--- src/rtl/trk_pkg.sv ---
package trk_pkg;
    typedef enum logic [1:0] {
        ST_IDLE   = 2'd0,
        ST_STEP   = 2'd1,
        ST_RESIZE = 2'd2
    } trk_state_e;
endpackage

--- src/rtl/trk_res_decode.sv ---
module trk_res_decode #(
    parameter int POS_W = 16
) (
    input  logic [1:0]       sel,
    output logic [POS_W-1:0] mask
);
    localparam int MIN_W = POS_W - 6;

    // Width = MIN_W + 2*sel; mask has that many low ones
    for (genvar g = 0; g < POS_W; g++) begin : g_bit
        assign mask[g] = (g < (MIN_W + 2 * int'(sel)));
    end
endmodule

--- src/rtl/trk_ctrl_fsm.sv ---
module trk_ctrl_fsm (
    input  logic       clk,
    input  logic       rst,
    input  logic       step_up,
    input  logic       step_dn,
    input  logic [1:0] res_sel,
    output logic [1:0] res_q,
    output logic       busy,
    output logic       step_fire,
    output logic       step_down,
    output logic       res_load
);
    import trk_pkg::*;

    trk_state_e state_q, state_nx;
    logic       fire;

    always_comb begin
        fire = step_up ^ step_dn;
        if (fire)
            state_nx = ST_STEP;
        else if ((res_sel != res_q) && (state_q != ST_STEP))
            state_nx = ST_RESIZE;
        else
            state_nx = ST_IDLE;
    end

    always_ff @(posedge clk) begin
        if (rst) begin
            state_q <= ST_IDLE;
            res_q   <= res_sel;
        end else begin
            state_q <= state_nx;
            if (state_nx == ST_RESIZE)
                res_q <= res_sel;
        end
    end

    always_comb begin
        step_fire = fire;
        step_down = step_dn;
        res_load  = (state_nx == ST_RESIZE);
        unique case (state_q)
            ST_IDLE:   busy = 1'b0;
            ST_STEP:   busy = 1'b1;
            ST_RESIZE: busy = 1'b0;
            default:   busy = 1'b0;
        endcase
    end

    // resolution only moves after a quiet, non-busy cycle
    assert_res_quiet_R9: assert property (@(posedge clk) disable iff (rst)
        (!$past(rst) && (res_q != $past(res_q))) |->
        (!$past(busy) && !$past(step_up ^ step_dn)));
endmodule

--- src/rtl/trk_count_path.sv ---
module trk_count_path #(
    parameter int POS_W = 16
) (
    input  logic             clk,
    input  logic             rst,
    input  logic             step_fire,
    input  logic             step_down,
    input  logic             res_load,
    input  logic             inhibit,
    input  logic [POS_W-1:0] mask_cur,
    input  logic [POS_W-1:0] mask_new,
    output logic [POS_W-1:0] pos_out,
    output logic             carry_hit
);
    logic [POS_W-1:0] count_q, count_nx, latch_q;

    always_comb begin
        count_nx  = count_q;
        carry_hit = 1'b0;
        if (step_fire) begin
            if (step_down) begin
                count_nx  = (count_q - POS_W'(1)) & mask_cur;
                carry_hit = (count_q == '0);
            end else begin
                count_nx  = (count_q + POS_W'(1)) & mask_cur;
                carry_hit = (count_q == mask_cur);
            end
        end else if (res_load) begin
            count_nx = count_q & mask_new;
        end
    end

    always_ff @(posedge clk) begin
        if (rst) begin
            count_q <= '0;
            latch_q <= '0;
        end else begin
            count_q <= count_nx;
            if (!inhibit)
                latch_q <= count_nx;
        end
    end

    assign pos_out = latch_q;

    // no bits above the active width
    assert_upper_zero_R1: assert property (@(posedge clk) disable iff (rst)
        (count_q & ~mask_cur) == '0);
    // an accepted step always moves the count
    assert_step_moves_R2: assert property (@(posedge clk) disable iff (rst)
        $past(step_fire && !rst) |-> (count_q != $past(count_q)));
    // the output latch holds under inhibit
    assert_inhibit_hold_R7: assert property (@(posedge clk) disable iff (rst)
        ($past(inhibit) && !$past(rst)) |-> $stable(latch_q));
endmodule

--- src/rtl/trk_dir_wrap.sv ---
module trk_dir_wrap (
    input  logic clk,
    input  logic rst,
    input  logic step_fire,
    input  logic step_down,
    input  logic carry_hit,
    output logic dir_down,
    output logic wrap
);
    logic dir_q, carry_q, wrap_q;

    always_ff @(posedge clk) begin
        if (rst) begin
            dir_q   <= 1'b0;
            carry_q <= 1'b0;
            wrap_q  <= 1'b0;
        end else begin
            if (step_fire)
                dir_q <= step_down;
            carry_q <= step_fire & carry_hit;
            wrap_q  <= carry_q;
        end
    end

    assign dir_down = dir_q;
    assign wrap     = wrap_q;

    // direction only changes on an accepted step
    assert_dir_on_step_R6: assert property (@(posedge clk) disable iff (rst)
        (!$past(rst) && (dir_q != $past(dir_q))) |-> $past(step_fire));
    // wrap is a single-cycle pulse
    assert_wrap_single_R5: assert property (@(posedge clk) disable iff (rst)
        wrap_q |=> !wrap_q);
endmodule

--- src/rtl/trk_pos_counter.sv ---
module trk_pos_counter #(
    parameter int POS_W = 16
) (
    input  logic             clk,
    input  logic             rst,
    input  logic             step_up,
    input  logic             step_dn,
    input  logic [1:0]       res_sel,
    input  logic             inhibit,
    output logic [POS_W-1:0] pos_out,
    output logic             busy,
    output logic             wrap,
    output logic             dir_down
);
    logic [1:0]       res_q;
    logic             step_fire, step_down, res_load, carry_hit;
    logic [POS_W-1:0] mask_cur, mask_new;

    trk_ctrl_fsm u_fsm (
        .clk(clk), .rst(rst), .step_up(step_up), .step_dn(step_dn),
        .res_sel(res_sel), .res_q(res_q), .busy(busy),
        .step_fire(step_fire), .step_down(step_down), .res_load(res_load)
    );

    trk_res_decode #(.POS_W(POS_W)) u_dec_cur (.sel(res_q),   .mask(mask_cur));
    trk_res_decode #(.POS_W(POS_W)) u_dec_new (.sel(res_sel), .mask(mask_new));

    trk_count_path #(.POS_W(POS_W)) u_count (
        .clk(clk), .rst(rst), .step_fire(step_fire), .step_down(step_down),
        .res_load(res_load), .inhibit(inhibit), .mask_cur(mask_cur),
        .mask_new(mask_new), .pos_out(pos_out), .carry_hit(carry_hit)
    );

    trk_dir_wrap u_dw (
        .clk(clk), .rst(rst), .step_fire(step_fire), .step_down(step_down),
        .carry_hit(carry_hit), .dir_down(dir_down), .wrap(wrap)
    );

    // wrap follows a busy cycle
    assert_wrap_after_busy_R5: assert property (@(posedge clk) disable iff (rst)
        wrap |-> $past(busy));
    // busy is never two-wide without a second step
    assert_busy_pulse_R3: assert property (@(posedge clk) disable iff (rst)
        (busy && !$past(rst)) |-> $past(step_fire));
endmodule

--- config.mk ---
export PLATFORM = sky130hd
export DESIGN_NAME = trk_pos_counter
export DESIGN_NICKNAME = d
export VERILOG_FILES = /design/src/rtl/trk_pkg.sv /design/src/rtl/trk_res_decode.sv /design/src/rtl/trk_ctrl_fsm.sv /design/src/rtl/trk_count_path.sv /design/src/rtl/trk_dir_wrap.sv /design/src/rtl/trk_pos_counter.sv
export SDC_FILE = /design/constraint.sdc
export NUM_CORES = 1
export LEC_CHECK = 0
export BUFFER_PORTS_ARGS = -buffer_cell sky130_fd_sc_hd__buf_2
export CAP_MARGIN = 30
export CORE_UTILIZATION = 55
export CTS_CLUSTER_DIAMETER = 100
export CTS_CLUSTER_SIZE = 24
export DETAILED_ROUTE_END_ITERATION = 6
export PLACE_DENSITY = 0.75
export REMOVE_ABC_BUFFERS = 1
export SYNTH_ARGS = -nofsm -noshare
export SYNTH_HDL_FRONTEND = slang
export SYNTH_HIERARCHICAL = 1
export SYNTH_SLANG_ARGS = --single-unit
--- constraint.sdc ---
create_clock -name clk -period 5.8 [get_ports clk]
set_input_delay 0.87 -clock clk [delete_from_list [all_inputs] [get_ports clk]]
set_output_delay 0.87 -clock clk [all_outputs]
set_load 0.01 [all_outputs]
### Word-level counts from Yosys, hierarchy flattened

Cells that the tools add are included.

* bits in registers: 39
* word-level logic and storage cells: 66

* add/subtract/negate cells: 4
* magnitude comparators: 32
* equality and inequality tests: 5
* muxes and demuxes: 10
* bitwise logic cells: 5
* reduce and logical (&&, ||, !) cells: 3

Operators by type and width (count)
* $lt A5 B32 Y1 const A: 16
* $lt A4 B32 Y1 const A: 8
* $lt A3 B32 Y1 const A: 4
* $lt A1 B32 Y1 const A: 2
* $lt A2 B32 Y1 const A: 2
* $and A16 B16 Y16: 3
* $mux W16: 3
* $add A16 B1 Y16 const B: 1
* $eq A16 B16 Y1: 1
* $logic_not A16 Y1: 1
* $sub A16 B1 Y16 const B: 1
* $add A4 B3 Y5 const A: 2
* $mux W2: 4
* $mux W1: 3
* $eq A2 B1 Y1 const B: 1
* $eq A2 B2 Y1 const B: 1
* $ne A2 B1 Y1 const B: 1
* $ne A2 B2 Y1: 1
* $reduce_bool A2 Y1: 1
* $and A1 B1 Y1: 1
* $logic_and A1 B1 Y1: 1
* $xor A1 B1 Y1: 1

### Longest topological paths before layout

* word-level depth: 7
* depth in mapped cells: 9

### Hierarchy

Netlist, hierarchy kept.

Modules (own cells, without submodules)
* trk_count_path: instances 1, cells an instance 290, area each 2288.4 µm², seq. area each 640.6 µm²
* trk_res_decode: instances 2, cells an instance 17, area each 118.9 µm², seq. area each 0.0 µm²
* trk_ctrl_fsm: instances 1, cells an instance 14, area each 168.9 µm², seq. area each 100.1 µm²
* trk_dir_wrap: instances 1, cells an instance 8, area each 87.6 µm², seq. area each 60.1 µm²

### Worst setup path after synthesis

Ideal clock, no wire load.

* kind: input to register
* start point: input step_dn
* end point: register u_count.latch_q[14] (netlist: u_count/pos_out[14])
* setup time: 0.091 ns
* arrival: 2.734 ns
* slack: 2.975 ns
* stages: 9
* path buffers: 1
* path through: buf_4 -> inv_1 -> fa_1 -> and2b_1 -> o2111ai_2 -> and4bb_1 -> o31ai_2 -> xnor2_1 -> a311oi_1

* cells in the longest elaborated chain, start to end: 5
* elaborated cells on any way between the ends: 6
* classes of those cells: eq/ne (1); mux (4); bitwise (1)

Ends and longest elaborated chain
* from (decl): RTL line trk_pos_counter.sv:7 `input logic step_dn,`
* $xor A1 B1 Y1: RTL line trk_ctrl_fsm.sv:19 `fire = step_up ^ step_dn;`
* $mux W2: RTL line trk_ctrl_fsm.sv:20 `if (fire)`
* $eq A2 B2 Y1: RTL line trk_ctrl_fsm.sv:42 `res_load = (state_nx == ST_RESIZE);`
* $mux W16: RTL line trk_count_path.sv:28 `end else if (res_load) begin`
* $mux W16 (*): RTL line trk_count_path.sv:20 `if (step_fire) begin`
* to (signal assigned): RTL line trk_count_path.sv:40 `latch_q <= count_nx;`
* to (decl): RTL line trk_count_path.sv:15 `logic [POS_W-1:0] count_q, count_nx, latch_q;`

Every way passes the cells marked *; elsewhere a longest branch is shown, timed or not.
A chain may end at the register's enable or synchronous reset.

### Worst setup path in the final report

* start point: input step_dn
* end point: register u_count.latch_q[10] (netlist: u_count/pos_out[10])

Same word-level chain as after synthesis.

==> metrics.csv <==
stage,metric,value,unit
finish,nets@finish,378,
yosys,"Top FF cell, synth",dfxtp_1,
critical_path,crit path kind,in -> reg,
power_and_ir_drop,pwr dens,251,mW/mm²
yosys,share of the synthesized area in the top cell type,26.6,%
finish,area delta synth->final,4.86,%
grt,GRT overflow,0,
power_and_ir_drop,P_int,0.000499,W
critical_path,R2R setup slack,3.45,ns
critical_path,WP data required,6.00,ns
grt,pin count of the biggest net entering global routing,41,
finish,final instance area,0.00292,mm²
timing,worst rel slew slack,47.3,%
clock_network,largest buffer count on any clock path,2,
finish,area of the multi-input gates,0.00176,mm²
floorplan,Ports,26,
floorplan,die area,0.00535,mm²
finish,register area,801,µm²
critical_path,worst path cell trace,"buf_2, inv_1, fa_1, and2b_1, o2111ai_2, a31oi_1, nand3_1, mux2i_1, a311oi_1",
clock_network,postcts setup bufs,0,
timing,clock skew,0.00859,ns
route,DRT iter0 DRCs,145,
clock_network,clk root buf,clkbuf_8,
clock_network,CTS tree,yes,
power_and_ir_drop,Sequential Power Share,42.2,%
power_and_ir_drop,PnR Total Power,0.000732,W
yosys,Mapped Avg Cell Area,8.04,µm²
clock_network,hold buffer count at cts,0,
grt,GR Util All Layers,24.9,%
yosys,number of flops mapped to enable cells by yosys,2,
timing,final setup fails,0,
route,drt wl/cell,14.3,µm
timing,RSZ-0062 raised after global routing,false,
placed_design,pre-CTS WS,2.53,ns
grt,vias in the first global route,2187,
floorplan,die width,73.1,µm
critical_path,crit path max fanout,18,
timing,Final Hold Viols,0,
critical_path,critical path capture point type,flop,
yosys,fraction of registers with async set/reset,0,%
clock_network,Sink Count,39,
route,Detail Route Antenna Nets,0,
timing,Slew @ Worst Pin,0.786,ns
yosys,warnings from Yosys,6,
power_and_ir_drop,Leak Pwr,1.25,nW
floorplan,Die H,73.1,µm
floorplan,Cell Rows,25,
critical_path,critical path startpoint category,input port,
clock_network,"Gates resized, CTS repair",0,
critical_path,slowest CP cell,fa_1,
placed_design,GP Congestion,0.857,
critical_path,cell family with the largest share of critical-path delay,compound AO/OA/AOI/OAI gates,
yosys,Synth area leader,dfxtp_1,
clock_network,TritonCTS buffer count,5,
finish,layout cells sized above 1,12.4,%
outcome,status,"finished, final reports clean",
clock_network,Clock Latency Late Sink,0.30,ns
route,Vias,2404,
timing,PnR worst setup slack,2.82,ns
placed_design,placed inst area,0.00281,mm²
power_and_ir_drop,P_sw,0.000234,W
clock_network,Worst-path clk slew,0.07,ns
critical_path,"slowest stage delay, CP",0.48,ns
finish,fill cell count,447,
power_and_ir_drop,sw frac,31.9,%
route,DRC,0,
job,MaxCap Viol Count,0,
route,Pre-antenna DRT Iters,4,
yosys,post-synthesis sequential area ratio,28.8,%
timing,"Period Utilization, post-route",51.4,%
placed_design,Final HPWL DP,4370,µm
power_and_ir_drop,clock power share,30.6,%
power_and_ir_drop,Logic pwr share,27.2,%
yosys,Syn Std Cell Area,0.00278,mm²
yosys,"top cells by area, synth","dfxtp_1, buf_4, ha_1",
grt,initial antenna violation count,0,
yosys,Yosys reg bits,39,
floorplan,initial core utilization,58.1,%
worst_hold_path,Hold WC Path Type,reg -> reg,
grt,wire length of the first global-routing pass,10300,µm
critical_path,cells on worst reg2reg path,8,
timing,Slew Limit Fails,0,
route,routed wire length,6060,µm
worst_hold_path,hold path cells,1,
finish,# diodes,0,
critical_path,Worst EP arrival,3.18,ns
critical_path,stages on the worst setup path,9,
timing,fmax,335,MHz
timing,hold_ws,0.440,ns
floorplan,Core Area,0.00479,mm²
clock_network,H-Tree Level Count,2,
timing,setup TNS,0,ns
route,DR vias/cell,5.68,
critical_path,crit path buf inv count,2,
power_and_ir_drop,maximum vdd ir drop,0.190,mV
yosys,synthesized instance count,346,
yosys,Yosys cell types,56,
placed_design,Port Buf Inserts,25,
timing,fin crit period,2.98,ns
-- flip-flops by register name, indices dropped and copies added, names as in the netlist --
name	count
u_dw/wrap	1
u_dw/dir_down	1
u_count/pos_out	16
u_dw/carry_q	1
u_count/count_q	16
u_fsm/res_q	2
u_fsm/state_q	2
-- synth_stat cells, types with 3 or more instances --
master	count
a211oi_1	14
a21o_1	4
a21oi_1	16
a311oi_1	5
a31o_2	3
a31oi_1	10
and3_1	3
buf_4	28
clkbuf_1	13
dfxtp_1	37
ha_1	15
inv_1	8
mux2i_1	4
nand2_1	15
nand2b_1	3
nand3_1	8
nand4_1	5
nor2_1	48
nor2b_1	3
nor4_1	6
o21a_1	4
o21ai_0	22
o22ai_1	3
or2_1	3
xnor2_1	14
xor2_1	12
-- final cells by class --
class | count | share of cell area, %
multi-input cells | 273 | 60.2
repair buffers | 26 | 4.55
clock inverters | 1 | 1.03
well taps | 67 | 2.87
flip-flops and latches | 39 | 27.4
inverters | 10 | 1.29
clock buffers | 7 | 2.62
-- layout by cell type, fill, tap and decap left out, types with 3 or more instances in the layout --
cell      count
a211oi_1     14
a21o_1        4
a21oi_1      16
a311oi_1      5
a31o_2        3
a31oi_1      10
and3_1        3
buf_2        25
clkbuf_8      5
conb_1       20
dfxtp_1      37
ha_1         15
inv_1         8
mux2i_1       4
nand2_1      15
nand2b_1      3
nand3_1       8
nand4_1       5
nor2_1       48
nor2b_1       3
nor4_1        6
o21a_1        4
o21ai_0      22
o22ai_1       3
or2_1         3
xnor2_1      14
xor2_1       11
-- logic make-up after synthesis --
family          synth area share (%)
mux                             1.44
compound gates                  24.2
buf+inv                         10.8
xor+xnor                        8.18
flops                           28.8
other cells                    0.270
fa+ha+maj                       7.46
simple gates                    18.9
-- metal layers --
layer	up-vias	wire length, µm	track usage, %
met4	0	80	8.28
met1	1121	2850	33.4
met3	10	256	4.28
li1	1222	-	-
met5	-	0	0
met2	51	2870	40.4
-- metrics by stage --
stage | instances | utilization, %
global placement | 415 | 58.7
detailed placement | 415 | 58.7
global route | 423 | 61.0
finish | 423 | 61.0
CTS | 423 | 61.0
floorplan | 322 | -
-- worst paths after layout --
kind,from,endpoint
worst max-delay path,step_dn,u_count/pos_out[10]
worst min-delay path,u_dw/carry_q,u_dw/wrap
worst max register to register,u_count/count_q[0],u_count/pos_out[10]
worst min register to register,u_dw/carry_q,u_dw/wrap
-- power by group through the flow --
stage	combinational [W]	clock, W	sequential [W]
4_1_cts	0.000198	0.000227	0.000308
3_5_place_dp	0.000196	0	0.000314
2_1_floorplan	0.000140	0	0.000314
5_1_grt	0.000224	0.000240	0.000312
3_3_place_gp	0.000193	0	0.000314
6_report	0.000199	0.000224	0.000309
No activity file was read; power rests on OpenSTA's default activity.
